`config.mk`:
```
export PLATFORM = sky130hd
export DESIGN_NAME = irrx_frame_fifo
export DESIGN_NICKNAME = d
export VERILOG_FILES = /design/src/rtl/irrx_pkg.sv /design/src/rtl/irrx_fifo_mem.sv /design/src/rtl/irrx_len_ctrl.sv /design/src/rtl/irrx_stat_flags.sv /design/src/rtl/irrx_frame_fifo.sv
export SDC_FILE = /design/constraint.sdc
export NUM_CORES = 1
export LEC_CHECK = 0
export ABC_AREA = 1
export ABC_CLOCK_PERIOD_IN_PS = 5500
export CORE_MARGIN = 5
export CORE_UTILIZATION = 61
export DETAILED_ROUTE_END_ITERATION = 8
export GPL_ROUTABILITY_DRIVEN = 0
export PLACE_DENSITY = 0.79
export SYNTH_ARGS = -nofsm -noshare
export SYNTH_HDL_FRONTEND = slang
export SYNTH_SLANG_ARGS = --single-unit
```
`constraint.sdc`:
```
create_clock -name clk -period 5.5 [get_ports clk]
set_input_delay 1.1 -clock clk [delete_from_list [all_inputs] [get_ports clk]]
set_output_delay 1.1 -clock clk [all_outputs]
set_load 0.01 [all_outputs]
```
`src/rtl/irrx_pkg.sv`:
```
// Shared types and status bit positions for the framed infrared receive buffer.
package irrx_pkg;

    // One FIFO entry: a data byte plus the frame-end tag.
    typedef struct packed {
        logic       eof;
        logic [7:0] data;
    } rx_entry_t;

    // Status bit positions. Software decodes these, so they are fixed.
    localparam int unsigned STAT_LB  = 7;
    localparam int unsigned STAT_MLX = 5;
    localparam int unsigned STAT_PHY = 4;
    localparam int unsigned STAT_CRC = 2;
    localparam int unsigned STAT_OVR = 1;
    localparam int unsigned STAT_RDR = 0;

    // Order of the sticky flags inside the flag vector.
    localparam int unsigned FLG_OVR = 0;
    localparam int unsigned FLG_CRC = 1;
    localparam int unsigned FLG_PHY = 2;
    localparam int unsigned FLG_MLX = 3;
    localparam int unsigned NUM_FLAGS = 4;

endpackage

```
`src/rtl/irrx_fifo_mem.sv`:
```
// Tagged circular FIFO.
// What it does: stores rx_entry_t words and shows the oldest one at its head.
//   It can also set the frame-end tag of the newest stored entry.
// Assumes: DEPTH >= 2; the caller never pushes when full; tag_newest and
//   push are never active in the same cycle.
module irrx_fifo_mem
    import irrx_pkg::*;
#(
    parameter int unsigned DEPTH = 32,
    localparam int unsigned AW = $clog2(DEPTH),
    localparam int unsigned CW = $clog2(DEPTH + 1)
) (
    input  logic      clk,
    input  logic      rst_n,
    input  logic      push,
    input  rx_entry_t push_entry,
    input  logic      pop,
    input  logic      tag_newest,
    output rx_entry_t head,
    output logic      empty,
    output logic      full,
    output logic [CW-1:0] fill
);

    localparam logic [AW-1:0] LAST_IDX = AW'(DEPTH - 1);
    localparam logic [CW-1:0] FULL_CNT = CW'(DEPTH);

    rx_entry_t       mem [DEPTH];
    logic [AW-1:0]   wr_ptr, rd_ptr, newest_idx;
    logic [CW-1:0]   count;
    logic            do_pop;

    function automatic logic [AW-1:0] ptr_inc(input logic [AW-1:0] p);
        return (p == LAST_IDX) ? '0 : p + 1'b1;
    endfunction

    assign empty      = (count == '0);
    assign full       = (count == FULL_CNT);
    assign fill       = count;
    assign do_pop     = pop && !empty;
    assign newest_idx = (wr_ptr == '0) ? LAST_IDX : wr_ptr - 1'b1;
    assign head       = mem[rd_ptr];

    // Storage: write a new entry, or mark the newest one as a frame end.
    always_ff @(posedge clk) begin
        if (push) begin
            mem[wr_ptr] <= push_entry;
        end else if (tag_newest) begin
            mem[newest_idx].eof <= 1'b1;
        end
    end

    // Pointers and occupancy.
    always_ff @(posedge clk) begin
        if (!rst_n) begin
            wr_ptr <= '0;
            rd_ptr <= '0;
            count  <= '0;
        end else begin
            if (push)   wr_ptr <= ptr_inc(wr_ptr);
            if (do_pop) rd_ptr <= ptr_inc(rd_ptr);
            case ({push, do_pop})
                2'b10:   count <= count + 1'b1;
                2'b01:   count <= count - 1'b1;
                default: count <= count;
            endcase
        end
    end

endmodule

```
`src/rtl/irrx_len_ctrl.sv`:
```
// Frame admission control.
// What it does: counts the bytes of the current frame and checks them against
//   the programmed maximum. It decides whether each offered byte is stored,
//   flags length and overrun events, and requests re-tagging when a frame ends
//   without its closing byte stored.
// Assumes: the FIFO status inputs describe the state before this edge.
module irrx_len_ctrl #(
    parameter int unsigned LEN_W = 16,
    localparam int unsigned CNT_W = LEN_W + 1
) (
    input  logic             clk,
    input  logic             rst_n,
    input  logic             rx_valid,
    input  logic             rx_last,
    input  logic             rx_sym_err,
    input  logic [LEN_W-1:0] max_len,
    input  logic             fifo_full,
    input  logic             fifo_empty,
    output logic             push,
    output logic             ovr_ev,
    output logic             mlx_ev,
    output logic             tag_newest
);

    logic [CNT_W-1:0] rx_cnt, cnt_inc;
    logic             blocked;    // length exceeded earlier in this frame
    logic             stored_any; // at least one byte of this frame stored
    logic             byte_ev, over, close, admit;

    assign byte_ev    = rx_valid && !rx_sym_err;              // abort wins
    assign cnt_inc    = (&rx_cnt) ? rx_cnt : rx_cnt + 1'b1;
    assign over       = cnt_inc > {1'b0, max_len};
    assign admit      = byte_ev && !blocked && !over;
    assign push       = admit && !fifo_full;
    assign ovr_ev     = admit && fifo_full;
    assign mlx_ev     = byte_ev && over;
    assign close      = rx_sym_err || (byte_ev && rx_last);
    assign tag_newest = close && !push && stored_any && !fifo_empty;

    // Per-frame counter and frame state; cleared at every frame end.
    always_ff @(posedge clk) begin
        if (!rst_n) begin
            rx_cnt     <= '0;
            blocked    <= 1'b0;
            stored_any <= 1'b0;
        end else if (close) begin
            rx_cnt     <= '0;
            blocked    <= 1'b0;
            stored_any <= 1'b0;
        end else if (byte_ev) begin
            rx_cnt     <= cnt_inc;
            blocked    <= blocked || over;
            stored_any <= stored_any || push;
        end
    end

endmodule

```
`src/rtl/irrx_stat_flags.sv`:
```
// Sticky error flags.
// What it does: holds one flag per error event. Each flag is set by its event
//   and cleared by a status read; an event in the read cycle wins.
// Assumes: event inputs are single-cycle strobes.
module irrx_stat_flags #(
    parameter int unsigned NFLAGS = 4
) (
    input  logic              clk,
    input  logic              rst_n,
    input  logic              stat_rd,
    input  logic [NFLAGS-1:0] ev,
    output logic [NFLAGS-1:0] flags
);

    for (genvar i = 0; i < NFLAGS; i++) begin : g_flag
        // Flag i: set on its event, cleared by a read without a new event.
        always_ff @(posedge clk) begin
            if (!rst_n) flags[i] <= 1'b0;
            else        flags[i] <= (flags[i] && !stat_rd) || ev[i];
        end
    end

endmodule

```
`src/rtl/irrx_frame_fifo.sv`:
```
// Framed infrared receive buffer, top level.
// What it does: admits decoded bytes into a frame-tagged FIFO under length and
//   space checks, and assembles the status word from the head entry and the
//   sticky flags.
// Assumes: all inputs are synchronous to clk; strobes last one cycle.
module irrx_frame_fifo
    import irrx_pkg::*;
#(
    parameter int unsigned DEPTH = 32
) (
    input  logic       clk,
    input  logic       rst_n,
    input  logic       rx_valid,
    input  logic [7:0] rx_byte,
    input  logic       rx_last,
    input  logic       rx_sym_err,
    input  logic       rx_crc_err,
    input  logic [7:0] max_len_lo,
    input  logic [7:0] max_len_hi,
    input  logic       pop_req,
    output logic [7:0] head_byte,
    input  logic       stat_rd,
    output logic [7:0] rx_status
);

    localparam int unsigned LEN_W = 16;
    localparam int unsigned CW    = $clog2(DEPTH + 1);

    logic                 push, ovr_ev, mlx_ev, tag_newest;
    logic                 fifo_empty, fifo_full;
    logic [CW-1:0]        fill_cnt;
    rx_entry_t            head, push_entry;
    logic [NUM_FLAGS-1:0] ev, flags;

    assign push_entry = '{eof: rx_last, data: rx_byte};

    irrx_len_ctrl #(.LEN_W(LEN_W)) u_len (
        .clk        (clk),
        .rst_n      (rst_n),
        .rx_valid   (rx_valid),
        .rx_last    (rx_last),
        .rx_sym_err (rx_sym_err),
        .max_len    ({max_len_hi, max_len_lo}),
        .fifo_full  (fifo_full),
        .fifo_empty (fifo_empty),
        .push       (push),
        .ovr_ev     (ovr_ev),
        .mlx_ev     (mlx_ev),
        .tag_newest (tag_newest)
    );

    irrx_fifo_mem #(.DEPTH(DEPTH)) u_fifo (
        .clk        (clk),
        .rst_n      (rst_n),
        .push       (push),
        .push_entry (push_entry),
        .pop        (pop_req),
        .tag_newest (tag_newest),
        .head       (head),
        .empty      (fifo_empty),
        .full       (fifo_full),
        .fill       (fill_cnt)
    );

    // Map the events onto the flag vector.
    always_comb begin
        ev          = '0;
        ev[FLG_OVR] = ovr_ev;
        ev[FLG_CRC] = rx_crc_err;
        ev[FLG_PHY] = rx_sym_err;
        ev[FLG_MLX] = mlx_ev;
    end

    irrx_stat_flags #(.NFLAGS(NUM_FLAGS)) u_flags (
        .clk     (clk),
        .rst_n   (rst_n),
        .stat_rd (stat_rd),
        .ev      (ev),
        .flags   (flags)
    );

    assign head_byte = head.data;

    // Assemble the status word.
    always_comb begin
        rx_status           = '0;
        rx_status[STAT_LB]  = !fifo_empty && head.eof;
        rx_status[STAT_MLX] = flags[FLG_MLX];
        rx_status[STAT_PHY] = flags[FLG_PHY];
        rx_status[STAT_CRC] = flags[FLG_CRC];
        rx_status[STAT_OVR] = flags[FLG_OVR];
        rx_status[STAT_RDR] = !fifo_empty;
    end

endmodule

```
==> metrics.md <==
| Metric | Value |
|---|---|
| # clock sinks | `332` |
| CTS tree | `yes` |
| Grt ovf | `0` |
| Die height | `166.8 um` |
| Share of layout cells above drive strength 1 | `12.76%` |
| Commonest cells post-synth | `edfxtp_1, nor2_1, o21ai_0` |
| Final setup viols | `0` |
| Number of fill cells | `1717` |
| Sequential power share | `42.8%` |
| Longest Clk Path Bufs | `3` |
| Ports | `48` |
| DRC | `0` |
| Synthesized area | `14990 sq um` |
| Min Tclk post-route | `4.908 ns` |
| Hold_ws | `0.4493 ns` |
| Yosys top cell by area | `edfxtp_1` |
| Placed Cells | `1635` |
| Rel. slew slack | `41.20%` |
| Yosys reg bits | `332` |
| Clock transition at path regs | `0.06 ns` |
| Post-synth top area share | `57.68%` |
| Switching Fraction | `30.71%` |
| Worst Hold Class | `flop to flop` |
| Part of the cycle the worst path needs | `89.23%` |
| Vias in the first global route | `10180` |
| DR vias | `10420` |
| Clock latency on the worst-skew pair | `0.51 ns` |
| Port Buffers | `45` |
| Int Power | `4.641 mW` |
| Leakage power | `5.778 nW` |
| First-pass GRT wire length | `55320 um` |
| Initial antenna violation count | `0` |
| Ys async rst share | `0%` |
| Seq/Total Area, Yosys | `63.55%` |
| Tightest Pin Transition | `0.8820 ns` |
| CP max FO | `16` |
| CTS Buf Count | `34` |
| Type of origin of the critical path | `flop` |
| Max Cap Viol | `0` |
| Root buffer cell | `clkbuf_16` |
| Setup TNS Final | `0 ns` |
| CP arrival | `5.03 ns` |
| Final slew viol count | `0` |
| Endpoint class of the critical path | `flop` |
| Status | `finished, final reports clean` |
| WP data required | `5.62 ns` |
| Global Route Usage Sum | `25.06%` |
| Final std cell area, no fill | `16810 sq um` |
| Clock skew | `0.02471 ns` |
| Post-synth EDFFs | `288` |
| Synth top area cells | `edfxtp_1, o21ai_0, dfxtp_1` |
| HPWL after DPL | `21990 um` |
| Antenna cell count | `0` |
| Routed len/inst | `21.09 um` |
| Switching power total | `2.057 mW` |
| Kind of critical path | `flop to flop` |
| Area Growth Syn to Fin | `12.12%` |
| # H-tree levels | `2` |
| CP bufs+invs | `2` |
| YS warnings | `0` |
| Core Region | `24250 sq um` |
| Synth Flop Type | `edfxtp_1` |
| Multi-input gate area | `4785 sq um` |
| Core Rows | `57` |
| FMAX | `203.8 MHz` |
| DP Area | `15730 sq um` |
| Syn_area_per_cell | `11.39 sq um` |
| Drt pass-1 iters | `6` |
| Register area | `9534 sq um` |
| Most frequent cell after synthesis | `edfxtp_1` |
| Pin count of the biggest net entering global routing | `93` |
| Gate Count Post-Synth | `1316` |
| Final net count | `1408` |
| Distinct cell type count after synthesis | `42` |
| Final Hold Viols | `0` |
| Clock power share | `33.3%` |
| Post-route ant nets | `0` |
| DR iter-0 viols | `1111` |
| Total Wirelength | `35780 um` |
| Peak supply drop | `0.0002949 V` |
| Combinational share of power | `23.9%` |
| Drt via density | `6.143` |
| Final Non-Filler Cells | `1696` |
| Final core occ | `69.33%` |
| RSZ-0062 raised after global routing | `no` |
| Die W | `166.8 um` |
| Die area | `27820 sq um` |
| Initial Utilization | `61.84%` |
| Crit path max-delay cell type | `nor3_2` |
| Crit path max-delay family | `simple AND/OR/NAND/NOR gates` |
| Max stage delay on crit path | `0.60 ns` |
| Power Density | `398.4 nW/um^2` |
final timing paths:
path / from / end / slack, ns / cells past startpoint
worst max register to register: u_len.rx_cnt[0] / u_fifo.mem[12][2] / 0.59 / 25
worst max-delay path: u_len.rx_cnt[0] / u_fifo.mem[12][2] / 0.59 / 25
worst min register to register: u_len.blocked / u_len.blocked / 0.45 / 2
worst min-delay path: u_len.blocked / u_len.blocked / 0.45 / 2
power by group through the flow:
| stage | Clock [mW] | Sequential (mW) | Combinational (mW) |
|---|---|---|---|
| 3_5_place_dp | 0 | 2.92 | 1.56 |
| 5_1_grt | 2.37 | 2.87 | 1.73 |
| 2_1_floorplan | 0 | 2.89 | 1.03 |
| 3_3_place_gp | 0 | 2.92 | 1.52 |
| 4_1_cts | 2.25 | 2.87 | 1.57 |
| 6_report | 2.23 | 2.87 | 1.60 |
sequential cells by signal, indices dropped and copies added, names as in the netlist, named ones only:
name / count
u_fifo.mem: 288
u_fifo.wr_ptr: 5
u_len.stored_any: 1
u_fifo.fill: 6
u_flags.flags: 4
u_len.blocked: 1
u_len.rx_cnt: 17
u_fifo.rd_ptr: 5
tightest hold or removal path: cells and delay by family, from the launching register on:
kind / cells / cell delay [ns]
DFF: 1 / 0.31
AOI/OAI and AO/OA: 1 / 0.05
buffers and inverters: 1 / 0.04
cells in the final DEF (no fill, tap or decap), types with 30 or more instances in the layout:
cell type / count
nor2_1: 212
o21ai_0: 184
clkdlybuf4s50_1: 45
clkbuf_16: 35
nand3_1: 37
a21oi_1: 30
edfxtp_1: 288
dfxtp_1: 42
inv_1: 93
nand2_1: 70
o221ai_1: 53
nor3_2: 57
per-layer routing:
layer  share of wire, %  up-vias  global-route usage (%)
met5                  0        -                       0
met3                8.4       86                   4.148
met2                 50      534                   42.72
li1                   -     4814                       -
met4                3.5        0                   8.538
met1                 38     4985                   33.03
area by class of cell:
| type | count | area share (%) |
|---|---|---|
| clock buffer | 47 | 5.537 |
| clock inverter | 13 | 0.8113 |
| inverter | 99 | 2.225 |
| multi-input combinational | 810 | 28.46 |
| sequential | 332 | 56.71 |
| tap | 324 | 2.411 |
| timing repair buffer | 71 | 3.840 |
through the flow:
step           total power, mW  setup WS [ns]
2_1_floorplan            3.924         0.8117
3_3_place_gp             4.438         0.5829
3_5_place_dp             4.477         0.4388
4_1_cts                  6.688         0.4235
5_1_grt                  6.967        0.06252
6_report                 6.698         0.5922
kinds of logic after synthesis:
family	share of synthesized area (%)
xor gates and xnor gates	0.9346
AOI/OAI and AO/OA	12.37
buffers and inverters	4.815
and+or+nand+nor	15.91
other	0.02501
DFF	63.55
adders and majority gates	2.386
timing repair:
item                                    in CTS  in global routing
setup buffers                                0                  0
gates resized for setup                      0                  2
hold buffers                                 0                  0
endpoints found under the setup margin       0                115
Power figures use the tool's default switching activity.
